`src/rtl/osc_trim_pkg.sv`:
```
package osc_trim_pkg;

  // strobes from control to datapath
  typedef struct packed {
    logic clrIter;
    logic incIter;
    logic clrFlag;
    logic markStart;
    logic loadStored;
    logic applyStep;
  } trimCtl_t;

  // status from datapath to control
  typedef struct packed {
    logic capFlag;
    logic isEqual;
    logic isFast;
    logic atMax;
    logic atMin;
    logic iterCap;
  } trimStat_t;

  typedef enum logic [2:0] {
    ST_IDLE,
    ST_SETTLE,
    ST_FIRST,
    ST_SECOND,
    ST_DECIDE,
    ST_DONE
  } calState_t;

endpackage

```
`src/rtl/osc_trim_dp.sv`:
```
module osc_trim_dp
  import osc_trim_pkg::*;
#(
  parameter int TrimW = 8,
  parameter int CntW = 16,
  parameter int IterW = 6,
  parameter logic [TrimW-1:0] TargetLow = 8'h5B,
  parameter int FixStepAt = 16,
  parameter int IterCap = 32,
  parameter logic [TrimW-1:0] InitTrim = 8'h80
) (
  input  logic             clk,
  input  logic             rst_n,
  input  logic             refIn,
  input  logic [TrimW-1:0] storedTrim,
  input  trimCtl_t         ctl,
  output trimStat_t        stat,
  output logic [TrimW-1:0] trimCode,
  output logic [IterW-1:0] iterCnt
);
  localparam logic [TrimW-1:0] TrimMax = '1;
  localparam logic [TrimW-1:0] UnitStep = TrimW'(1);
  localparam logic [IterW-1:0] FixAtW = IterW'(FixStepAt);
  localparam logic [IterW-1:0] CapW = IterW'(IterCap);

  logic [2:0] syncQ;       // two synchroniser stages plus previous value
  logic edgeSeen;
  logic [CntW-1:0] freeCnt;
  logic [TrimW-1:0] capVal, startVal, measLow, delta, step, nextTrim;
  logic [TrimW:0] sumW, difW;
  logic capFlag;

  always_ff @(posedge clk) begin
    if (!rst_n) syncQ <= '0;
    else syncQ <= {syncQ[1:0], refIn};
  end

  assign edgeSeen = syncQ[1] & ~syncQ[2];

  // only the low byte of the wrapping difference is ever compared
  always_ff @(posedge clk) begin
    if (!rst_n) begin
      freeCnt <= '0;
      capVal <= '0;
      capFlag <= 1'b0;
      startVal <= '0;
    end else begin
      freeCnt <= freeCnt + 1'b1;
      if (edgeSeen) begin
        capVal <= freeCnt[TrimW-1:0];
        capFlag <= 1'b1;
      end else if (ctl.clrFlag) begin
        capFlag <= 1'b0;
      end
      if (ctl.markStart) startVal <= capVal;
    end
  end

  assign measLow = capVal - startVal;
  assign stat.isEqual = (measLow == TargetLow);
  assign stat.isFast = (measLow > TargetLow);
  assign delta = stat.isFast ? (measLow - TargetLow) : (TargetLow - measLow);
  assign step = (iterCnt >= FixAtW) ? UnitStep : delta;
  assign sumW = {1'b0, trimCode} + {1'b0, step};
  assign difW = {1'b0, trimCode} - {1'b0, step};
  assign nextTrim = stat.isFast ? (sumW[TrimW] ? TrimMax : sumW[TrimW-1:0])
                                : (difW[TrimW] ? '0 : difW[TrimW-1:0]);

  always_ff @(posedge clk) begin
    if (!rst_n) begin
      iterCnt <= '0;
      trimCode <= InitTrim;
    end else begin
      if (ctl.clrIter) iterCnt <= '0;
      else if (ctl.incIter) iterCnt <= iterCnt + 1'b1;
      if (ctl.loadStored) trimCode <= storedTrim;
      else if (ctl.applyStep) trimCode <= nextTrim;
    end
  end

  assign stat.capFlag = capFlag;
  assign stat.atMax = (trimCode == TrimMax);
  assign stat.atMin = (trimCode == '0);
  assign stat.iterCap = (iterCnt >= CapW);

endmodule

```
`src/rtl/osc_trim_ctrl.sv`:
```
module osc_trim_ctrl
  import osc_trim_pkg::*;
(
  input  logic      clk,
  input  logic      rst_n,
  input  logic      start,
  input  logic      storedErased,
  input  trimStat_t stat,
  output trimCtl_t  ctl,
  output logic      done,
  output logic      err
);
  calState_t state, nxt;
  logic accept;

  assign accept = stat.isEqual | (stat.isFast & stat.atMax) |
                  (~stat.isFast & stat.atMin) | stat.iterCap;

  always_comb begin
    ctl = '0;
    nxt = state;
    case (state)
      ST_IDLE: if (start) begin
        if (storedErased) begin
          ctl.clrIter = 1'b1;
          ctl.clrFlag = 1'b1;
          nxt = ST_SETTLE;
        end else begin
          ctl.loadStored = 1'b1;
        end
      end
      ST_SETTLE: if (stat.capFlag) begin   // discard one edge
        ctl.clrFlag = 1'b1;
        ctl.incIter = 1'b1;
        nxt = ST_FIRST;
      end
      ST_FIRST: if (stat.capFlag) begin
        ctl.markStart = 1'b1;
        ctl.clrFlag = 1'b1;
        nxt = ST_SECOND;
      end
      ST_SECOND: if (stat.capFlag) begin
        ctl.clrFlag = 1'b1;
        nxt = ST_DECIDE;
      end
      ST_DECIDE: if (accept) begin
        nxt = ST_DONE;
      end else begin
        ctl.applyStep = 1'b1;
        nxt = ST_SETTLE;
      end
      ST_DONE: nxt = ST_IDLE;
      default: nxt = ST_IDLE;
    endcase
  end

  always_ff @(posedge clk) begin
    if (!rst_n) begin
      state <= ST_IDLE;
      err <= 1'b0;
    end else begin
      state <= nxt;
      if (state == ST_IDLE && start) err <= ~storedErased;
    end
  end

  assign done = (state == ST_DONE);

endmodule

```
`src/rtl/osc_trim_cal.sv`:
```
module osc_trim_cal
  import osc_trim_pkg::*;
#(
  parameter int TrimW = 8,
  parameter int CntW = 16,
  parameter int IterW = 6,
  parameter int FixStepAt = 16,
  parameter int IterCap = 32
) (
  input  logic             clk,
  input  logic             rst_n,
  input  logic             start,
  input  logic             refIn,
  input  logic [TrimW-1:0] storedTrim,
  input  logic             storedErased,
  output logic [TrimW-1:0] trimCode,
  output logic             done,
  output logic             storeReq,
  output logic [TrimW-1:0] finalCode,
  output logic             err
);
  trimCtl_t ctl;
  trimStat_t stat;
  logic [IterW-1:0] iterCnt;

  osc_trim_dp #(
    .TrimW(TrimW), .CntW(CntW), .IterW(IterW),
    .TargetLow(TrimW'(8'h5B)), .FixStepAt(FixStepAt), .IterCap(IterCap),
    .InitTrim(TrimW'(8'h80))
  ) u_dp (
    .clk(clk), .rst_n(rst_n), .refIn(refIn), .storedTrim(storedTrim),
    .ctl(ctl), .stat(stat), .trimCode(trimCode), .iterCnt(iterCnt)
  );

  osc_trim_ctrl u_ctrl (
    .clk(clk), .rst_n(rst_n), .start(start), .storedErased(storedErased),
    .stat(stat), .ctl(ctl), .done(done), .err(err)
  );

  assign storeReq = done;
  assign finalCode = trimCode;

endmodule

```
`config.mk`:
```
export PLATFORM = sky130hd
export DESIGN_NAME = osc_trim_cal
export DESIGN_NICKNAME = d
export VERILOG_FILES = /design/src/rtl/osc_trim_pkg.sv /design/src/rtl/osc_trim_dp.sv /design/src/rtl/osc_trim_ctrl.sv /design/src/rtl/osc_trim_cal.sv
export SDC_FILE = /design/constraint.sdc
export NUM_CORES = 1
export LEC_CHECK = 0
export BUFFER_PORTS_ARGS = -buffer_cell sky130_fd_sc_hd__buf_4
export CAP_MARGIN = 10
export CORE_MARGIN = 4
export CORE_UTILIZATION = 50
export DETAILED_ROUTE_END_ITERATION = 12
export GPL_TIMING_DRIVEN = 1
export HOLD_SLACK_MARGIN = 0.03
export PLACE_DENSITY = 0.74
export SLEW_MARGIN = 20
export SYNTH_ARGS = -nofsm -noshare
export SYNTH_HDL_FRONTEND = slang
export SYNTH_SLANG_ARGS = --single-unit
```
`constraint.sdc`:
```
create_clock -name clk -period 6.2 [get_ports clk]
set_input_delay 1.24 -clock clk [delete_from_list [all_inputs] [get_ports clk]]
set_output_delay 1.24 -clock clk [all_outputs]
set_load 0.005 [all_outputs]
```
==> After elaboration in Yosys (flattened, before gate mapping) <==
Cells that the tools add are included.
{ "classes": {"muxes": 29, "order_cmp": 3, "bitwise": 10, "n_eq_ne": 12, "reduce_logical": 7, "addsub": 7} }
{ "op_table": {"columns": ["op", "count"], "rows": [
  ["$mux W8", 7],
  ["$mux W3", 6],
  ["$add A16 B1 Y16 const B", 1],
  ["$pmux W3 S5", 1],
  ["$mux W1", 13],
  ["$ne A2 B2 Y1 const B", 5],
  ["$add A8 B8 Y9", 1],
  ["$sub A8 B8 Y9", 1],
  ["$eq A8 B7 Y1 const B", 1],
  ["$eq A8 B8 Y1 const B", 1],
  ["$gt A8 B7 Y1 const B", 1],
  ["$logic_not A8 Y1", 1],
  ["$sub A7 B8 Y8 const A", 1],
  ["$sub A8 B7 Y8 const B", 1],
  ["$sub A8 B8 Y8", 1],
  ["$add A6 B1 Y6 const B", 1],
  ["$eq A3 B2 Y1 const B", 2],
  ["$eq A3 B3 Y1 const B", 2],
  ["$ge A6 B5 Y1 const B", 1],
  ["$ge A6 B6 Y1 const B", 1],
  ["$reduce_and A5 Y1", 1],
  ["$not A1 Y1", 4],
  ["$pmux W1 S4", 1],
  ["$reduce_bool A2 Y1", 2],
  ["other kinds (7)", 11]
]} }
{ "totals": {"word_cells": 77, "in_bits": 13, "register_bits": 54} }

==> Depth between registers and ports, before layout <==
{ "depth": {"word_depth": 10, "mapped_depth": 24, "depth_no_buf": 22} }

==> Cells and area by module <==
Synthesis repeated with hierarchy kept, for this count alone.
{ "hier_totals": {"hier_cells": 450, "hier_area_um2": 3622.2} }
{ "modules_own_cells": {"columns": ["mod", "cells_each", "seq_area_each_um2", "instances", "area_each_um2"], "rows": [
  ["osc_trim_dp", 407, 840.8, 1, 3241.9],
  ["osc_trim_ctrl", 34, 80.1, 1, 312.8],
  ["osc_trim_cal", 9, 0.0, 1, 67.6]
]} }

==> Worst setup path after synthesis <==
Ideal clock, no wire load.
{ "synth_path": {"path_kind": "register to register", "from": "reg u_dp.startVal[1]", "to": "reg u_dp.trimCode[5]", "setup_time_ns": 0.088, "stages_incl_launch_ff": 24, "synth_period_minus_slack_ns": 4.618, "t_required_ns": 6.112, "t_arrival_ns": 4.530, "slack_ns": 1.582, "path_cell_list": "dfxtp_1 > inv_1 > ha_1 > nor2b_1 > o21a_1 > or3_1 > and2_1 > ha_1 > nand2_1 > a32oi_2 > o21a_1 > buf_6 > a22oi_1 > xnor2_1 > nand2_1 > ha_1 > clkbuf_1 > nand2b_1 > a221oi_1 > nor2_1 > o31ai_1 > inv_1 > a211o_1 > a311oi_2"} }
{ "synth_via": {"elab_chain_len": 9, "word_cells_on_any_way": 23} }
{ "synth_rtl": {"columns": ["element", "line_no", "source"], "rows": [
  ["start: declaration", "osc_trim_dp.sv:29", "logic [TrimW-1:0] capVal, startVal, measLow, delta, step, nextTrim;"],
  ["start signal: assignment", "osc_trim_dp.sv:55", "if (ctl.markStart) startVal <= capVal;"],
  ["$sub A8 B8 Y8 (*)", "osc_trim_dp.sv:59", "assign measLow = capVal - startVal;"],
  ["$sub A7 B8 Y8 (tied with other cells)", "osc_trim_dp.sv:62", "assign delta = stat.isFast ? (measLow - TargetLow) : (TargetLow - measLow);"],
  ["$mux W8 (tied with other cells)", "osc_trim_dp.sv:62", null],
  ["$mux W8 (tied with other cells)", "osc_trim_dp.sv:63", "assign step = (iterCnt >= FixAtW) ? UnitStep : delta;"],
  ["$sub A8 B8 Y9 (tied with other cells)", "osc_trim_dp.sv:65", "assign difW = {1'b0, trimCode} - {1'b0, step};"],
  ["$mux W8 (tied with other cells)", "osc_trim_dp.sv:67", ": (difW[TrimW] ? '0 : difW[TrimW-1:0]);"],
  ["$mux W8 or $mux W1 (tied branches)", "osc_trim_dp.sv:66, osc_trim_ctrl.sv:46", null],
  ["$mux W8 or $mux W1 (tied branches)", "osc_trim_dp.sv:77, osc_trim_ctrl.sv:22", null],
  ["$mux W8 or $reduce_bool A2 Y1 (tied branches)", null, null],
  ["end signal: assignment", "osc_trim_dp.sv:72", "trimCode <= InitTrim;"],
  ["end signal: assignment", "osc_trim_dp.sv:76", "if (ctl.loadStored) trimCode <= storedTrim;"],
  ["end signal: assignment", "osc_trim_dp.sv:77", "else if (ctl.applyStep) trimCode <= nextTrim;"],
  ["end: declaration", "osc_trim_dp.sv:18", "output logic [TrimW-1:0] trimCode,"]
]} }
Every way passes the cells marked *; elsewhere a longest branch is shown, timed or not. The select of a mux whose other input is x is not followed.
A chain may end at the register's enable or synchronous reset.

==> Worst setup path in the final report <==
Same ends and word-level chain as after synthesis.

==> reports/qor.yml <==
h-tree-depth: 2
cts.sinks: 46
die-width_um: 92.1
grt_setup_unrepaired: "no"
detailedRoute.firstIterationViolations: 197
cts-buffers-inserted: 5
syn_avg_cell_area_um2: 8.22
max-clock-path-buffers: 2
vias: 2941
reg2reg_slack_ns: 0.91
port_buffers: 31
critPathMaxFanout: 15
synth.net_count: 478
cts.repair.resized: 0
post_cts_buffers: 0
worst_skew_pair.late_latency_ns: 0.30
synth.cell_area_um2: 3530
synth_register_bits: 46
grt_max_degree: 31
critPathKind: "flip-flop to flip-flop"
achievable-frequency_mhz: 189
syn2layout_area_growth_pct: 7.83
clock_pin_slew_on_the_worst_setup_and_hold_paths_ns: 0.08
synth-main-ff-cell: "sky130_fd_sc_hd__dfxtp_1"
worst_ir_drop_vdd_uv: 220
finalSetupTns_ns: 0
initial_core_util_pct: 51.7
cap_violations: 0
placed_cell_area_um2: 3720
count_of_unresolved_drc_violations_after_routing: 0
timing.final.hold_violations: 0
power.density_nw_per_um2: 178
ys_async_sr_fraction_pct: 0
totalPowerFinal_w: 0.000678
finalClockSkew_ns: 0.00945
die_height_um: 92.1
fp.coreArea_um2: 6830
worst-endpoint-required_ns: 6.41
number_of_antenna_violations_at_the_first_check_in_global_routing: 0
dieArea_um2: 8480
routedWlPerCell_um: 14.0
worst_setup_path_start_kind: "flip-flop"
critical_path.reg2reg.endpoint: "u_dp.trimCode[5]"
avgViaCountPerCell: 5.45
worst_ep_arrival_time_ns: 5.50
final_instance_area_um2: 3810
cts_root_buf: "sky130_fd_sc_hd__clkbuf_8"
total_leakage_power_nw: 1.65
routabilityCongestion: 0.859
worstSetupEndpointType: "flip-flop"
final_antenna_net_count: 0
overflow_after_grt: 0
design.final.nets: 491
syn_inst: 430
cp-endpoint: "u_dp.trimCode[5]"
critical_path.reg2reg.startpoint: "u_dp.startVal[1]"
final_layout_size_suffix_gt1_share_pct: 12.2
reg2regPathDepth: 20
antenna_diode_instance_count: 0
placementRows: 30
final.fill_count: 661
drt_wl_total_um: 7570
cts_tree: "done"
actual_transition_at_the_worst_max_transition_pin_ns: 0.937
layout.cells.non_filler: 540
crit_path_start: "u_dp.startVal[1]"
detailedPlacementHpwl_um: 5890
post_cts_hold_buffer_count: 0
finalWorstPathRequiredPeriod_ns: 5.29
number_of_global_route_vias_before_repair: 2733
slew_headroom_pct: 37.5
ys_types: 67
global_route_wire_length_before_repair_um: 13000
detailedRoute.firstPassIterationCount: 4
synth-warning-count: 0
worst_hold_path_type: "flip-flop to flip-flop"
grt_util_all_layers_pct: 18.6
setup_violations: 0
synth-seq-area-share_pct: 26.1
final_max_slew_viol_count: 0
synth_enable_flop_cells: 0
period_share_pct: 85.3
placedCellCount: 532
floorplan.io_pins: 32
hold-worst-slack_ns: 0.438
status: "complete, no violations"
[cell usage after synthesis, types with 2 or more instances]
library cell,count,area share [%]
sky130_fd_sc_hd__mux2i_1,16,4.5
sky130_fd_sc_hd__o31ai_1,4,0.85
sky130_fd_sc_hd__and2_1,11,1.9
sky130_fd_sc_hd__o21ai_0,13,1.8
sky130_fd_sc_hd__nand3_1,5,0.71
sky130_fd_sc_hd__xor2_1,18,4.5
sky130_fd_sc_hd__a21oi_1,29,4.1
sky130_fd_sc_hd__a31oi_1,2,0.35
sky130_fd_sc_hd__o21ai_1,2,0.28
sky130_fd_sc_hd__nand4_1,4,0.71
sky130_fd_sc_hd__inv_1,27,2.9
sky130_fd_sc_hd__a311oi_1,4,0.99
sky130_fd_sc_hd__nand2b_1,5,0.89
sky130_fd_sc_hd__or3_1,3,0.53
sky130_fd_sc_hd__clkbuf_8,3,1.2
sky130_fd_sc_hd__o31a_1,2,0.50
sky130_fd_sc_hd__nor2_1,58,6.2
sky130_fd_sc_hd__fa_1,3,1.7
sky130_fd_sc_hd__o21a_1,4,0.85
sky130_fd_sc_hd__dfxtp_1,46,26
sky130_fd_sc_hd__nor2b_1,6,1.1
sky130_fd_sc_hd__ha_1,32,11
sky130_fd_sc_hd__a22oi_1,2,0.42
sky130_fd_sc_hd__a211oi_1,5,1.1
sky130_fd_sc_hd__a221oi_1,4,0.99
sky130_fd_sc_hd__o21bai_1,3,0.64
sky130_fd_sc_hd__xnor2_1,14,3.5
sky130_fd_sc_hd__and3_1,2,0.35
sky130_fd_sc_hd__nor3_1,13,1.8
sky130_fd_sc_hd__buf_4,9,1.9
sky130_fd_sc_hd__nand3b_1,3,0.64
sky130_fd_sc_hd__o211ai_1,3,0.64
sky130_fd_sc_hd__clkbuf_1,11,1.2
sky130_fd_sc_hd__nor4_1,3,0.53
sky130_fd_sc_hd__nand2_1,29,3.1
[critical path, stage by stage, from the launching register on]
cell                       delay (ns)
sky130_fd_sc_hd__dfxtp_1         0.36
sky130_fd_sc_hd__inv_1           0.07
sky130_fd_sc_hd__ha_1            0.28
sky130_fd_sc_hd__nor2b_1         0.14
sky130_fd_sc_hd__o21a_1          0.17
sky130_fd_sc_hd__or3_1           0.33
sky130_fd_sc_hd__and2_1          0.23
sky130_fd_sc_hd__ha_1            0.26
sky130_fd_sc_hd__a32oi_2         0.23
sky130_fd_sc_hd__o21a_1          0.52
sky130_fd_sc_hd__a22oi_1         0.20
sky130_fd_sc_hd__xnor2_1         0.21
sky130_fd_sc_hd__nand2_1         0.08
sky130_fd_sc_hd__ha_1            0.44
sky130_fd_sc_hd__nand2b_1        0.19
sky130_fd_sc_hd__a221oi_1        0.27
sky130_fd_sc_hd__nor2_1          0.13
sky130_fd_sc_hd__o31ai_1         0.37
sky130_fd_sc_hd__inv_1           0.17
sky130_fd_sc_hd__a211o_1         0.31
sky130_fd_sc_hd__a311oi_2        0.25
[through the flow]
step	setup WS [ns]	util, %
final	0.909	55.8
after global routing	0.422	55.8
after detailed placement	0.969	54.4
after floorplan	1.58	-
after global placement	1.17	54.4
after CTS	0.948	55.8
[cell type report]
type,count,area [um2],area share (%)
sequential,46,921,24.2
clock inverter,1,5.00,0.131
inverter,27,101,2.66
clock buffer,7,86.3,2.27
timing repair buffer,32,240,6.31
tap,96,120,3.15
multi-input combinational,331,2340,61.3
[worst min path at each step]
stage	startpoint	endpoint	slack, ns	depth (start not counted)
2_1_floorplan	u_dp.syncQ[0]	u_dp.syncQ[1]	0.41	1
3_3_place_gp	u_dp.syncQ[0]	u_dp.syncQ[1]	0.42	1
3_5_place_dp	u_dp.syncQ[0]	u_dp.syncQ[1]	0.42	1
4_1_cts	u_dp.syncQ[0]	u_dp.syncQ[1]	0.45	1
5_1_grt	u_dp.syncQ[0]	u_dp.syncQ[1]	0.46	1
6_report	u_dp.syncQ[0]	u_dp.syncQ[1]	0.44	1
[cells by family (layout without fill, tap and decap cells)]
| kind of cell | after synthesis | after routing | share of synthesized area, % |
|---|---|---|---|
| flops | 46 | 46 | 26.1 |
| simple gates | 155 | 155 | 21.5 |
| buf+inv | 53 | 67 | 8.00 |
| mux | 16 | 16 | 4.53 |
| compound gates | 93 | 93 | 18.9 |
| xor+xnor | 32 | 32 | 7.93 |
| fa+ha+maj | 35 | 35 | 13.0 |
[registers in the layout, indices dropped and copies added (netlist names)]
signal         flops
u_dp.syncQ         3
u_ctrl.err         1
u_dp.capVal        8
u_dp.capFlag       1
u_dp.iterCnt       6
u_dp.trimCode      8
u_dp.freeCnt       8
u_ctrl.state       3
u_dp.startVal      8
[per-layer routing]
layer | routed length, um | vias to the layer above | track usage [%]
li1 | - | 1510 | -
met1 | 3760 | 1371 | 25.9
met2 | 3470 | 48 | 30.7
met3 | 252 | 12 | 2.21
met4 | 82 | 0 | 4.21
met5 | 0 | - | 0
[power breakdown]
part	switching [W]	internal (W)
Sequential	0.0000163	0.000305
Combinational	0.0000957	0.0000779
Clock	0.0000939	0.0000899
Total	0.000206	0.000472
[cell usage in the layout (no fill, tap or decap), types with 2 or more instances in the layout]
| master | instances |
|---|---|
| sky130_fd_sc_hd__a211oi_1 | 5 |
| sky130_fd_sc_hd__a21oi_1 | 29 |
| sky130_fd_sc_hd__a221oi_1 | 4 |
| sky130_fd_sc_hd__a22oi_1 | 2 |
| sky130_fd_sc_hd__a311oi_1 | 4 |
| sky130_fd_sc_hd__a31oi_1 | 2 |
| sky130_fd_sc_hd__and2_1 | 11 |
| sky130_fd_sc_hd__and3_1 | 2 |
| sky130_fd_sc_hd__buf_4 | 32 |
| sky130_fd_sc_hd__clkbuf_8 | 6 |
| sky130_fd_sc_hd__dfxtp_1 | 46 |
| sky130_fd_sc_hd__fa_1 | 3 |
| sky130_fd_sc_hd__ha_1 | 32 |
| sky130_fd_sc_hd__inv_1 | 27 |
| sky130_fd_sc_hd__mux2i_1 | 16 |
| sky130_fd_sc_hd__nand2_1 | 29 |
| sky130_fd_sc_hd__nand2b_1 | 5 |
| sky130_fd_sc_hd__nand3_1 | 5 |
| sky130_fd_sc_hd__nand3b_1 | 3 |
| sky130_fd_sc_hd__nand4_1 | 4 |
| sky130_fd_sc_hd__nor2_1 | 58 |
| sky130_fd_sc_hd__nor2b_1 | 6 |
| sky130_fd_sc_hd__nor3_1 | 13 |
| sky130_fd_sc_hd__nor4_1 | 3 |
| sky130_fd_sc_hd__o211ai_1 | 3 |
| sky130_fd_sc_hd__o21a_1 | 4 |
| sky130_fd_sc_hd__o21ai_0 | 13 |
| sky130_fd_sc_hd__o21ai_1 | 2 |
| sky130_fd_sc_hd__o21bai_1 | 3 |
| sky130_fd_sc_hd__o31a_1 | 2 |
| sky130_fd_sc_hd__o31ai_1 | 4 |
| sky130_fd_sc_hd__or3_1 | 3 |
| sky130_fd_sc_hd__xnor2_1 | 14 |
| sky130_fd_sc_hd__xor2_1 | 18 |
Power figures use the tool's default switching activity.
